==> config.mk <==
export PLATFORM = sky130hd
export DESIGN_NAME = rm_addr_gen
export DESIGN_NICKNAME = d
export VERILOG_FILES = /design/src/rtl/rm_agu_pkg.sv /design/src/rtl/agu_offset.sv /design/src/rtl/agu_segsel.sv /design/src/rtl/agu_phys.sv /design/src/rtl/rm_addr_gen.sv
export SDC_FILE = /design/constraint.sdc
export NUM_CORES = 1
export LEC_CHECK = 0
export ABC_AREA = 1
export BUFFER_PORTS_ARGS = -buffer_cell sky130_fd_sc_hd__clkbuf_2
export CAP_MARGIN = 20
export CELL_PAD_IN_SITES_DETAIL_PLACEMENT = 2
export CELL_PAD_IN_SITES_GLOBAL_PLACEMENT = 2
export CORE_MARGIN = 5
export CORE_UTILIZATION = 24
export CTS_CLUSTER_DIAMETER = 80
export DETAILED_ROUTE_END_ITERATION = 6
export GPL_TIMING_DRIVEN = 1
export PLACE_DENSITY = 0.87
export SLEW_MARGIN = 20
export SYNTH_ARGS = -nofsm -noshare
export SYNTH_HDL_FRONTEND = slang
export SYNTH_SLANG_ARGS = --single-unit
==> constraint.sdc <==
create_clock -name clk -period 7.05 [get_ports clk]
set_input_delay 1.41 -clock clk [delete_from_list [all_inputs] [get_ports clk]]
set_output_delay 1.41 -clock clk [all_outputs]
set_load 0.005 [all_outputs]
==> src/rtl/rm_agu_pkg.sv <==
// Package: shared encodings for the real-mode address generator.
// Assumes a 3-bit mode code and a 2-bit segment code.
package rm_agu_pkg;
    typedef enum logic [2:0] {
        AM_DIRECT    = 3'd0,
        AM_REGIND    = 3'd1,
        AM_INDEXED   = 3'd2,
        AM_BASED     = 3'd3,
        AM_BIDX      = 3'd4,
        AM_BIDX_DISP = 3'd5
    } am_mode_e;

    typedef enum logic [1:0] {
        SG_ES = 2'd0,
        SG_CS = 2'd1,
        SG_SS = 2'd2,
        SG_DS = 2'd3
    } seg_id_e;
endpackage

==> src/rtl/agu_offset.sv <==
// Module: forms the wrapped effective offset from the mode code, the pointer
// registers and the displacement. It also flags offsets built on BP.
// Assumes: codes 6 and 7 are treated as direct mode.
module agu_offset
    import rm_agu_pkg::*;
#(
    parameter int OFS_W  = 16,
    parameter int BYTE_W = 8
) (
    input  logic [2:0]       mode,
    input  logic             base_sel,
    input  logic             idx_sel,
    input  logic             ind_base,
    input  logic [OFS_W-1:0] reg_bx,
    input  logic [OFS_W-1:0] reg_bp,
    input  logic [OFS_W-1:0] reg_si,
    input  logic [OFS_W-1:0] reg_di,
    input  logic [OFS_W-1:0] disp,
    input  logic             disp_byte,
    output logic [OFS_W-1:0] ofs,
    output logic             bp_based
);
    localparam int EXT_W = OFS_W - BYTE_W;

    logic [OFS_W-1:0] disp_ext;
    logic [OFS_W-1:0] base_v;
    logic [OFS_W-1:0] idx_v;
    am_mode_e         m;

    // Purpose: sign-extend a byte displacement or pass a word displacement through.
    always_comb begin
        if (disp_byte)
            disp_ext = {{EXT_W{disp[BYTE_W-1]}}, disp[BYTE_W-1:0]};
        else
            disp_ext = disp;
    end

    // Purpose: pick the base register and the index register.
    always_comb begin
        base_v = base_sel ? reg_bp : reg_bx;
        idx_v  = idx_sel  ? reg_di : reg_si;
    end

    // Purpose: sum the terms of the selected mode; the sum wraps at OFS_W bits.
    always_comb begin
        m        = am_mode_e'(mode);
        ofs      = disp_ext;
        bp_based = 1'b0;
        case (m)
            AM_DIRECT: ofs = disp_ext;
            AM_REGIND: begin
                ofs      = ind_base ? base_v : idx_v;
                bp_based = ind_base & base_sel;
            end
            AM_INDEXED: ofs = idx_v + disp_ext;
            AM_BASED: begin
                ofs      = base_v + disp_ext;
                bp_based = base_sel;
            end
            AM_BIDX: begin
                ofs      = base_v + idx_v;
                bp_based = base_sel;
            end
            AM_BIDX_DISP: begin
                ofs      = base_v + idx_v + disp_ext;
                bp_based = base_sel;
            end
            default: ofs = disp_ext;
        endcase
    end
endmodule

==> src/rtl/agu_segsel.sv <==
// Module: chooses the segment value. An enabled override wins; otherwise
// BP-based offsets use SS and every other offset uses DS.
// Assumes the override code order ES, CS, SS, DS.
module agu_segsel
    import rm_agu_pkg::*;
#(
    parameter int SEG_W = 16
) (
    input  logic             bp_based,
    input  logic             ovr_en,
    input  logic [1:0]       ovr_sel,
    input  logic [SEG_W-1:0] seg_es,
    input  logic [SEG_W-1:0] seg_cs,
    input  logic [SEG_W-1:0] seg_ss,
    input  logic [SEG_W-1:0] seg_ds,
    output logic [SEG_W-1:0] seg
);
    seg_id_e pick;

    // Purpose: resolve which segment register applies to this access.
    always_comb begin
        if (ovr_en)
            pick = seg_id_e'(ovr_sel);
        else if (bp_based)
            pick = SG_SS;
        else
            pick = SG_DS;
    end

    // Purpose: route the chosen segment value.
    always_comb begin
        case (pick)
            SG_ES:   seg = seg_es;
            SG_CS:   seg = seg_cs;
            SG_SS:   seg = seg_ss;
            default: seg = seg_ds;
        endcase
    end
endmodule

==> src/rtl/agu_phys.sv <==
// Module: shifts the segment, adds the offset, and registers the result with
// a valid pulse. The outputs hold their values when no request is present.
// Assumes a synchronous active-low reset.
module agu_phys #(
    parameter int OFS_W = 16,
    parameter int SHIFT = 4
) (
    input  logic                   clk,
    input  logic                   rst_n,
    input  logic                   req,
    input  logic [OFS_W-1:0]       seg,
    input  logic [OFS_W-1:0]       ofs,
    output logic                   valid_q,
    output logic [OFS_W+SHIFT-1:0] phys_q,
    output logic [OFS_W-1:0]       ofs_q
);
    localparam int PA_W = OFS_W + SHIFT;

    logic [PA_W-1:0] phys_d;

    // Purpose: segment times 2^SHIFT plus the offset; the sum wraps at PA_W bits.
    always_comb begin
        phys_d = {seg, {SHIFT{1'b0}}} + {{SHIFT{1'b0}}, ofs};
    end

    // Purpose: capture the result on a request and pulse valid for one cycle.
    always_ff @(posedge clk) begin
        if (!rst_n) begin
            valid_q <= 1'b0;
            phys_q  <= '0;
            ofs_q   <= '0;
        end else begin
            valid_q <= req;
            if (req) begin
                phys_q <= phys_d;
                ofs_q  <= ofs;
            end
        end
    end
endmodule

==> src/rtl/rm_addr_gen.sv <==
// Module: top of the real-mode address generator. It forms the offset, picks
// the segment and produces the registered physical address one cycle after req.
// Assumes inputs are stable at the edge where req is sampled.
module rm_addr_gen #(
    parameter int OFS_W  = 16,
    parameter int SHIFT  = 4,
    parameter int BYTE_W = 8
) (
    input  logic                   clk,
    input  logic                   rst_n,
    input  logic                   req,
    input  logic [2:0]             mode,
    input  logic                   base_sel,
    input  logic                   idx_sel,
    input  logic                   ind_base,
    input  logic [OFS_W-1:0]       reg_bx,
    input  logic [OFS_W-1:0]       reg_bp,
    input  logic [OFS_W-1:0]       reg_si,
    input  logic [OFS_W-1:0]       reg_di,
    input  logic [OFS_W-1:0]       disp,
    input  logic                   disp_byte,
    input  logic [OFS_W-1:0]       seg_es,
    input  logic [OFS_W-1:0]       seg_cs,
    input  logic [OFS_W-1:0]       seg_ss,
    input  logic [OFS_W-1:0]       seg_ds,
    input  logic                   ovr_en,
    input  logic [1:0]             ovr_sel,
    output logic                   valid,
    output logic [OFS_W+SHIFT-1:0] phys_addr,
    output logic [OFS_W-1:0]       eff_ofs
);
    logic [OFS_W-1:0] ofs_w;
    logic [OFS_W-1:0] seg_w;
    logic             bp_w;

    agu_offset #(.OFS_W(OFS_W), .BYTE_W(BYTE_W)) u_ofs (
        .mode(mode), .base_sel(base_sel), .idx_sel(idx_sel), .ind_base(ind_base),
        .reg_bx(reg_bx), .reg_bp(reg_bp), .reg_si(reg_si), .reg_di(reg_di),
        .disp(disp), .disp_byte(disp_byte), .ofs(ofs_w), .bp_based(bp_w)
    );

    agu_segsel #(.SEG_W(OFS_W)) u_seg (
        .bp_based(bp_w), .ovr_en(ovr_en), .ovr_sel(ovr_sel),
        .seg_es(seg_es), .seg_cs(seg_cs), .seg_ss(seg_ss), .seg_ds(seg_ds),
        .seg(seg_w)
    );

    agu_phys #(.OFS_W(OFS_W), .SHIFT(SHIFT)) u_phys (
        .clk(clk), .rst_n(rst_n), .req(req), .seg(seg_w), .ofs(ofs_w),
        .valid_q(valid), .phys_q(phys_addr), .ofs_q(eff_ofs)
    );
endmodule

==> results.sh, run 1 <==
export IMPL_status="complete, no violations"
export IMPL_synth_seq_cells=33
export IMPL_num_antenna_cells=0
export IMPL_finalCritPeriodShare_pct=94.6
export IMPL_cp_data_required_time_ns=7.29
export IMPL_fin_nets=1294
export IMPL_initial_core_util_pct=24.3
export IMPL_ir_drop_uv=97.6
export IMPL_clkSinkCount=33
export IMPL_clkLatencyLatePin_ns=0.29
export IMPL_drive_gt1_share_pct=22.6
export IMPL_vias=6790
export IMPL_die_y_um=156
export IMPL_max_freq_mhz=150
export IMPL_final_max_slew_violation_count=0
export IMPL_grt_pass1_vias=7402
export IMPL_cts_buffers=5
export IMPL_setup_viol=0
export IMPL_slew_headroom_pct=37.1
export IMPL_detail_route_iter0_violations=264
export IMPL_avgSynthCellArea_um2=5.60
export IMPL_ys_warn_count=0
export IMPL_wl_um=24600
export IMPL_root_buffer="clkbuf_16"
export IMPL_synth_area_um2=5110
export IMPL_period_needed_ns=6.67
export IMPL_crit_type="in2reg"
export IMPL_path_common_cell="nand2_1"
export IMPL_use_met3_pct=3.08
export IMPL_hold_ws_ns=0.519
export IMPL_grt_pass1_wl_um=38100
export IMPL_routabilityCongestion=0.850
export IMPL_drc=0
export IMPL_hold_buffers=0
export IMPL_powerDensity_nw_per_um2=181
export IMPL_ys_types=43
export IMPL_ys_seq_area_share_pct=12.9
export IMPL_grtUsageMet2_pct=36.1
export IMPL_clk_path_buf_depth=2
export IMPL_rows=53
export IMPL_io_buffer_count=193
export IMPL_antenna_found_initial=0
export IMPL_synth_edf_count=0
export IMPL_skew_ns=0
export IMPL_cp_end_kind="flop"
export IMPL_power_leakage_nw=3.67
export IMPL_ant_nets=0
export IMPL_boundaryPins=194
export IMPL_fillCellCount=2680
export IMPL_die_w_um=156
export IMPL_slowest_stage="ha_1"
export IMPL_grt_total_usage_pct=19.4
export IMPL_vias_per_cell=4.97
export IMPL_cts_tree="yes"
export IMPL_final_cell_mix="nand2_1 (288), clkbuf_2 (193), inv_1 (108)"
export IMPL_layout_commonest_cell="nand2_1"
export IMPL_drv_cap=0
export IMPL_dieArea_um2=24300
export IMPL_htree_levels=2
export IMPL_final_hold_viol_count=0
export IMPL_min_path_type="reg2reg"
export IMPL_use_met1_pct=24.0
export IMPL_grt_busiest_layer="met2"
export IMPL_synthCells=913
export IMPL_tightest_slew_ns=0.944
export IMPL_grt_max_degree=51
export IMPL_clk_pin_slew_worst_paths_ns=0.06
export IMPL_slowest_delay_ns=0.41
export IMPL_dp_hpwl_um=21000
export IMPL_synth_fp_nets=1117
export IMPL_area_growth_pct=28.8
export IMPL_async_flop_share_pct=0
export IMPL_wl_per_cell_um=18.0
export IMPL_crit_fanout=16
export IMPL_tns_ns=0
export IMPL_synth_top_flop_cell="dfxtp_1"
export IMPL_core_region_area_um2=21000
export IMPL_first_pass_iters=4
export IMPL_cp_arrival_ns=6.91
export IMPL_grt_overflow=0
export IMPL_crit_path_start_kind="input port"
[final timing paths]
| check | start | end | slack [ns] | cells after the start |
|---|---|---|---|---|
| worst min-delay path | u_phys.phys_q[13] | u_phys.phys_q[13] | 0.52 | 2 |
| worst max register to register | u_phys.phys_q[17] | u_phys.phys_q[17] | 6.20 | 4 |
| worst max-delay path | base_sel | u_phys.phys_q[13] | 0.38 | 34 |
| worst min register to register | u_phys.phys_q[13] | u_phys.phys_q[13] | 0.52 | 2 |
[critical path: cells and delay by family]
| kind | cells | cell delay (ns) |
|---|---|---|
| buffers and inverters | 8 | 0.94 |
| xor gates and xnor gates | 1 | 0.27 |
| and+or+nand+nor | 14 | 1.90 |
| adders and majority gates | 3 | 1.03 |
| AOI/OAI and AO/OA | 8 | 1.34 |
[cells by family (layout without fill, tap and decap cells)]
logic type	count (synthesis)	in the layout	synth area share, %
AO/OA/AOI/OAI	211	211	23.5
XOR/XNOR	22	22	3.77
adder cells (fa/ha/maj)	47	47	12.0
buffers and inverters	152	330	11.7
flip-flops	33	33	12.9
AND/OR/NAND/NOR	448	448	36.2
[sequential cells by signal, indices dropped and copies added (netlist names)]
register / count
u_phys.ofs_q: 16
u_phys.phys_q: 16
u_phys.valid_q: 1
[where the power goes]
part | internal (mW) | total, mW | switching (mW)
clock | 0.177 | 0.267 | 0.0901
sequential | 0.211 | 0.227 | 0.0156
combinational | 0.255 | 0.695 | 0.439
[what timing repair did]
item | in CTS | in global routing
resized for setup | 0 | 14
setup endpoints to repair | 0 | 6
hold endpoints to repair | 0 | 0
setup buffers | 0 | 3
[metrics by stage]
step / worst slack (ns) / cell area (um^2) / std cells / power [mW] / util [%]
floorplan: 0.784 / 5110 / 913 / 0.655 / -
global placement: 0.184 / 6340 / 1355 / 0.866 / 30.2
detailed placement: -0.0715 / 6340 / 1355 / 0.904 / 30.2
CTS: 0.235 / 6510 / 1363 / 1.18 / 31.0
global route: -0.00343 / 6580 / 1366 / 1.28 / 31.3
finish: 0.379 / 6580 / 1366 / 1.19 / 31.3
[area by class of cell]
type | count | area [um^2] | area share [%]
Inverter | 117 | 448 | 6.81
Sequential cell | 33 | 661 | 10.0
Multi-Input combinational cell | 728 | 3900 | 59.2
Clock inverter | 1 | 30.0 | 0.456
Clock buffer | 7 | 143 | 2.17
Tap cell | 275 | 344 | 5.23
Timing Repair Buffer | 205 | 1060 | 16.1
[synth_stat cells (all sizes together), types with 3 or more instances]
master	count	area share, %
nand2	291	22
inv	113	8.3
o21ai	88	8.8
nor2	77	5.8
a21oi	74	7.3
nand3	54	5.6
ha	44	11
dfxtp	33	13
clkbuf	26	1.9
xor2	19	3.3
o211ai	15	2.2
nand4	10	1.2
buf	9	1.1
or2	7	0.86
nand3b	6	0.88
o221ai	6	1.0
o2111ai	5	0.86
a31oi	4	0.49
clkinv	4	0.39
o21bai	4	0.59
a21boi	3	0.44
fa	3	1.2
xnor2	3	0.51
[per-layer routing]
metal,vias to the layer above,share of wire (%)
li1,3348,-
met1,3310,43
met2,106,52
met3,26,4.1
met4,0,1.2
met5,-,0
(Power assumes the default switching activity.)
==> run 2: changes to the inputs <==
--- a/config.mk
+++ b/config.mk
@@ -5,17 +5,16 @@
 export SDC_FILE = /design/constraint.sdc
 export NUM_CORES = 1
 export LEC_CHECK = 0
-export ABC_AREA = 1
 export BUFFER_PORTS_ARGS = -buffer_cell sky130_fd_sc_hd__clkbuf_2
 export CAP_MARGIN = 20
 export CELL_PAD_IN_SITES_DETAIL_PLACEMENT = 2
 export CELL_PAD_IN_SITES_GLOBAL_PLACEMENT = 2
 export CORE_MARGIN = 5
-export CORE_UTILIZATION = 24
+export CORE_UTILIZATION = 28
 export CTS_CLUSTER_DIAMETER = 80
 export DETAILED_ROUTE_END_ITERATION = 6
 export GPL_TIMING_DRIVEN = 1
-export PLACE_DENSITY = 0.87
+export PLACE_DENSITY = 0.89
 export SLEW_MARGIN = 20
 export SYNTH_ARGS = -nofsm -noshare
 export SYNTH_HDL_FRONTEND = slang
==> results.sh, run 2 <==
export IMPL_status="complete, but fails checks"
export IMPL_violations="setup timing"
export IMPL_synth_fp_nets=848
export IMPL_clkSinkCount=33
export IMPL_ys_types=64
export IMPL_detail_route_iter0_violations=687
export IMPL_top_regs="u_phys.ofs_q x16, u_phys.phys_q x16, u_phys.valid_q x1"
export IMPL_r2r_start="u_phys.phys_q[16]"
export IMPL_r2r_end="u_phys.phys_q[16]"
export IMPL_drive_gt1_share_pct=44.0
export IMPL_synth_area_um2=5050
export IMPL_ant_nets=0
export IMPL_die_y_um=144
export IMPL_first_pass_iters=5
export IMPL_post_synth_top_area_fraction_pct=13.1
export IMPL_hold_buffers=0
export IMPL_synth_top_flop_cell="dfxtp_1"
export IMPL_ys_seq_area_share_pct=13.1
export IMPL_post_route_util_pct=41.9
export IMPL_cp_arrival_ns=7.71
export IMPL_max_freq_mhz=132
export IMPL_synth_seq_cells=33
export IMPL_worst_r2r_path_depth=2
export IMPL_slew_headroom_pct=30.8
export IMPL_worstHoldStart="u_phys.phys_q[6]"
export IMPL_initial_core_util_pct=28.3
export IMPL_tns_ns=-2.35
export IMPL_min_to="u_phys.phys_q[6]"
export IMPL_grt_max_degree=33
export IMPL_cp_num_buf_inv=5
export IMPL_area_growth_pct=47.9
export IMPL_grt_overflow=0
export IMPL_drv_cap=0
export IMPL_rows=49
export IMPL_ir_drop_uv=92.4
export IMPL_slowest_delay_ns=0.41
export IMPL_crit_path_start_kind="input port"
export IMPL_final_hold_viol_count=0
export IMPL_cp_end_kind="flop"
export IMPL_drc=0
export IMPL_clkLatencyLatePin_ns=0.29
export IMPL_cts_tree="yes"
export IMPL_setup_viol=9
export IMPL_wl_um=35100
export IMPL_async_flop_share_pct=0
export IMPL_grt_total_usage_pct=28.7
export IMPL_dp_slack_ns=-0.490
export IMPL_finalCritPeriodShare_pct=107
export IMPL_synth_top_area_cell="dfxtp_1"
export IMPL_dp_hpwl_um=21300
export IMPL_r2r_slack_ns=6.14
export IMPL_cp_data_required_time_ns=7.19
export IMPL_fin_nets=1101
export IMPL_synth_edf_count=0
export IMPL_dieArea_um2=20800
export IMPL_die_w_um=144
export IMPL_fin_ws_ns=-0.513
export IMPL_power_leakage_nw=3.52
export IMPL_min_path_cells=2
export IMPL_rsz0062_at_grt="yes"
export IMPL_grt_pass1_vias=7519
export IMPL_tightest_slew_ns=1.03
export IMPL_antenna_found_initial=1
export IMPL_vias=7012
export IMPL_routabilityCongestion=0.898
export IMPL_htree_levels=2
export IMPL_boundaryPins=194
export IMPL_powerDensity_nw_per_um2=217
export IMPL_avgSynthCellArea_um2=7.85
export IMPL_io_buffer_count=193
export IMPL_synthCells=644
export IMPL_crit_type="in2reg"
export IMPL_final_cell_mix="clkbuf_2 (191), buf_4 (81), nor2_1 (70)"
export IMPL_root_buffer="clkbuf_16"
export IMPL_clk_pin_slew_worst_paths_ns=0.06
export IMPL_layout_commonest_cell="clkbuf_2"
export IMPL_synth_area_leaders="dfxtp_1 (13%), ha_1 (11%), mux2i_1 (6.9%), mux4_2 (6.7%), nor2_1 (5.4%)"
export IMPL_core_region_area_um2=17800
export IMPL_cts_buffers=5
export IMPL_min_path_type="reg2reg"
export IMPL_period_needed_ns=7.56
export IMPL_path_common_cell="buf_4"
export IMPL_slowest_stage="o21ai_0"
export IMPL_synth_common_cells="nor2_1 (73), ha_1 (44), a21oi_1 (43)"
export IMPL_path_delay_family="compound AO/OA/AOI/OAI gates"
export IMPL_synthMostInstantiatedCell="nor2_1"
export IMPL_vias_per_cell=6.22
export IMPL_wl_per_cell_um=31.1
export IMPL_skew_ns=0
export IMPL_final_max_slew_violation_count=0
export IMPL_crit_fanout=5
export IMPL_ys_warn_count=0
export IMPL_grt_pass1_wl_um=45700
export IMPL_clk_path_buf_depth=2
==> run 2: per-layer routing <==
layer	track usage [%]	vias to the layer above	routed length, um
li1	-	2895	-
met1	32.5	3451	13200
met2	50.3	470	17000
met3	4.73	196	2240
met4	17.7	0	2650
met5	0	-	0
==> run 2: power by group <==
group          switching, mW  internal [mW]
Clock                  0.101          0.177
Combinational          0.631          0.473
Sequential            0.0234          0.216
Total                  0.755          0.867
==> run 2: cell type report <==
class	instances	area, um^2
fillers	2004	10400
multi-input cells	533	4490
repair buffers	282	1710
flip-flops and latches	33	661
well taps	229	287
inverters	42	158
clock buffers	7	143
clock inverters	1	30.0
diodes	1	2.50
==> run 2: how the worst max path moves through the flow <==
stage,startpoint,end,slack [ns],depth (start not counted)
2_1_floorplan,idx_sel,u_phys.phys_q[18],0.004,29
3_3_place_gp,idx_sel,u_phys.phys_q[19],-0.006,28
3_5_place_dp,idx_sel,u_phys.phys_q[16],-0.49,28
4_1_cts,idx_sel,u_phys.phys_q[16],-0.004,29
5_1_grt,idx_sel,u_phys.phys_q[16],-0.57,30
6_report,idx_sel,u_phys.phys_q[16],-0.51,30
==> run 2: cells by family after synthesis <==
group                    after synthesis  synth area share [%]
adder cells (fa/ha/maj)               48                  12.3
AO/OA/AOI/OAI                        196                  26.6
multiplexers                          71                  19.0
flip-flops                            33                  13.1
XOR/XNOR                              36                  6.24
buffers and inverters                 78                  6.34
AND/OR/NAND/NOR                      182                  16.5
==> run 2: per-stage QoR <==
| step | area, um^2 | power (mW) | hold WS (ns) | cells |
|---|---|---|---|---|
| CTS | 7020 | 1.41 | 0.492 | 1114 |
| finish | 7480 | 1.62 | 0.488 | 1128 |
| detailed placement | 6660 | 1.06 | 0.484 | 1096 |
| global placement | 6660 | 0.999 | 0.471 | 1096 |
| floorplan | 5070 | 0.733 | 0.478 | 644 |
| global route | 7480 | 1.67 | 0.527 | 1128 |
==> run 2: repair_timing <==
action | 4_1_cts | 5_1_grt
setup buffers | 10 | 14
pin swaps | 15 | 35
setup endpoints to repair | 7 | 9
gates resized for setup | 27 | 73
cloned | 0 | 0
==> run 2: worst min-delay path: cells and delay by family (launching register included) <==
family,cells,cell delay [ns]
AOI/OAI and AO/OA,1,0.05
DFF,1,0.31
and+or+nand+nor,1,0.08
==> run 3: changes to the inputs <==
--- a/config.mk
+++ b/config.mk
@@ -15,6 +15,7 @@
 export DETAILED_ROUTE_END_ITERATION = 6
 export GPL_TIMING_DRIVEN = 1
 export PLACE_DENSITY = 0.89
+export RECOVER_POWER = 100
 export SLEW_MARGIN = 20
 export SYNTH_ARGS = -nofsm -noshare
 export SYNTH_HDL_FRONTEND = slang
==> results.sh, run 3 (same netlist as run 2, synthesis figures left out) <==
export IMPL_r2r_end="u_phys.phys_q[16]"
export IMPL_ir_drop_uv=91.9
export IMPL_clkLatencyLatePin_ns=0.29
export IMPL_boundaryPins=194
export IMPL_cts_tree="yes"
export IMPL_final_hold_viol_count=0
export IMPL_drive_gt1_share_pct=40.4
export IMPL_rows=49
export IMPL_routed_top_layer="met4"
export IMPL_htree_levels=2
export IMPL_place_inst=1096
export IMPL_clk_pin_slew_worst_paths_ns=0.06
export IMPL_ant_nets=0
export IMPL_skew_ns=0
export IMPL_cp_arrival_ns=7.72
export IMPL_wl_per_cell_um=31.1
export IMPL_p_total_mw=1.61
export IMPL_final_cell_mix="clkbuf_2 (159), buf_4 (81), nor2_1 (70)"
export IMPL_tightest_slew_ns=1.05
export IMPL_worst_r2r_path_depth=2
export IMPL_grt_pass1_vias=7519
export IMPL_vias_per_cell=6.33
export IMPL_grt_total_usage_pct=28.7
export IMPL_rsz0062_at_grt="yes"
export IMPL_min_path_cells=2
export IMPL_detail_route_iter0_violations=664
export IMPL_violations="setup timing"
export IMPL_fin_nets=1101
export IMPL_cp_data_required_time_ns=7.19
export IMPL_antenna_found_initial=1
export IMPL_r2r_slack_ns=6.15
export IMPL_wl_met1_um=13400
export IMPL_die_y_um=144
export IMPL_dr_wl_met3_um=2060
export IMPL_area_growth_pct=47.1
export IMPL_final_max_slew_violation_count=0
export IMPL_layoutNonFillerInstCount=1128
export IMPL_initial_core_util_pct=28.3
export IMPL_period_needed_ns=7.57
export IMPL_crit_type="in2reg"
export IMPL_hold_ws_ns=0.488
export IMPL_clk_path_buf_depth=2
export IMPL_max_freq_mhz=132
export IMPL_fin_ws_ns=-0.521
export IMPL_layout_commonest_cell="clkbuf_2"
export IMPL_cts_buffers=5
export IMPL_grt_overflow=0
export IMPL_stdcell_area_um2=7440
export IMPL_hold_buffers=0
export IMPL_finalCritPeriodShare_pct=107
export IMPL_dieArea_um2=20800
export IMPL_slowest_delay_ns=0.40
export IMPL_power_leakage_nw=3.41
export IMPL_crit_path_start_kind="input port"
export IMPL_drc=0
export IMPL_crit_fanout=5
export IMPL_drv_cap=0
export IMPL_slew_headroom_pct=29.5
export IMPL_core_region_area_um2=17800
export IMPL_dp_hpwl_um=21300
export IMPL_slowest_stage="a221o_1"
export IMPL_r2r_start="u_phys.phys_q[16]"
export IMPL_io_buffer_count=193
export IMPL_cp_end_kind="flop"
export IMPL_place_area_um2=6660
export IMPL_first_pass_iters=5
export IMPL_powerDensity_nw_per_um2=217
export IMPL_path_common_cell="buf_4"
export IMPL_routabilityCongestion=0.898
export IMPL_critPathLaunch="idx_sel"
export IMPL_root_buffer="clkbuf_16"
export IMPL_die_w_um=144
export IMPL_min_path_type="reg2reg"
export IMPL_wl_um=35000
export IMPL_top_regs="u_phys.ofs_q x16, u_phys.phys_q x16, u_phys.valid_q x1"
export IMPL_grt_max_degree=33
export IMPL_vias=7139
export IMPL_post_route_util_pct=41.7
export IMPL_clkSinkCount=33
export IMPL_setup_viol=9
export IMPL_dr_wl_met2_um=16900
export IMPL_worstHoldStart="u_phys.phys_q[6]"
export IMPL_status="complete, but fails checks"
export IMPL_grt_pass1_wl_um=45700
export IMPL_min_to="u_phys.phys_q[6]"
==> run 3: metal layers <==
metal,vias up,global-route usage [%]
li1,2898,-
met1,3565,32.5
met2,472,50.3
met3,204,4.73
met4,0,17.7
met5,-,0
==> run 3: critical path: cells and delay by family <==
| kind | cells | cell delay [ns] |
|---|---|---|
| compound gates | 14 | 2.87 |
| xor+xnor | 3 | 0.51 |
| fa+ha+maj | 3 | 1.13 |
| buf+inv | 5 | 0.77 |
| mux | 2 | 0.61 |
| simple gates | 3 | 0.41 |
==> run 3: where the power goes <==
part | internal (mW) | switching [mW]
Combinational | 0.467 | 0.631
Clock | 0.177 | 0.0984
Sequential | 0.216 | 0.0232
Total | 0.860 | 0.753
==> run 3: repair_timing <==
item / CTS / global route
endpoints found under the setup margin: 7 / 9
endpoints found under the hold margin: 0 / 0
buffers inserted: 10 / 14
gates resized for setup: 27 / 73
pin swaps: 15 / 35
==> run 3: per-stage QoR <==
step,worst slack (ns),setup TNS [ns]
final,-0.521,-2.54
after CTS,-0.00409,-0.00409
after global placement,-0.00614,-0.00775
after detailed placement,-0.490,-2.00
after global routing,-0.571,-3.98
after floorplan,0.00369,0
==> run 3: cell type report <==
cell class	count	area [um^2]
Timing Repair Buffer	282	1670
Tap cell	229	287
Multi-Input combinational cell	533	4490
Antenna cell	1	2.50
Clock inverter	1	30.0
Fill cell	2016	10400
Sequential cell	33	661
Inverter	42	158
Clock buffer	7	143
==> run 3: worst max-delay path by stage <==
stage,to,slack (ns),cells past startpoint
floorplan,u_phys.phys_q[18],0.004,29
global placement,u_phys.phys_q[19],-0.006,28
detailed placement,u_phys.phys_q[16],-0.49,28
CTS,u_phys.phys_q[16],-0.004,29
global route,u_phys.phys_q[16],-0.57,30
finish,u_phys.phys_q[16],-0.52,30
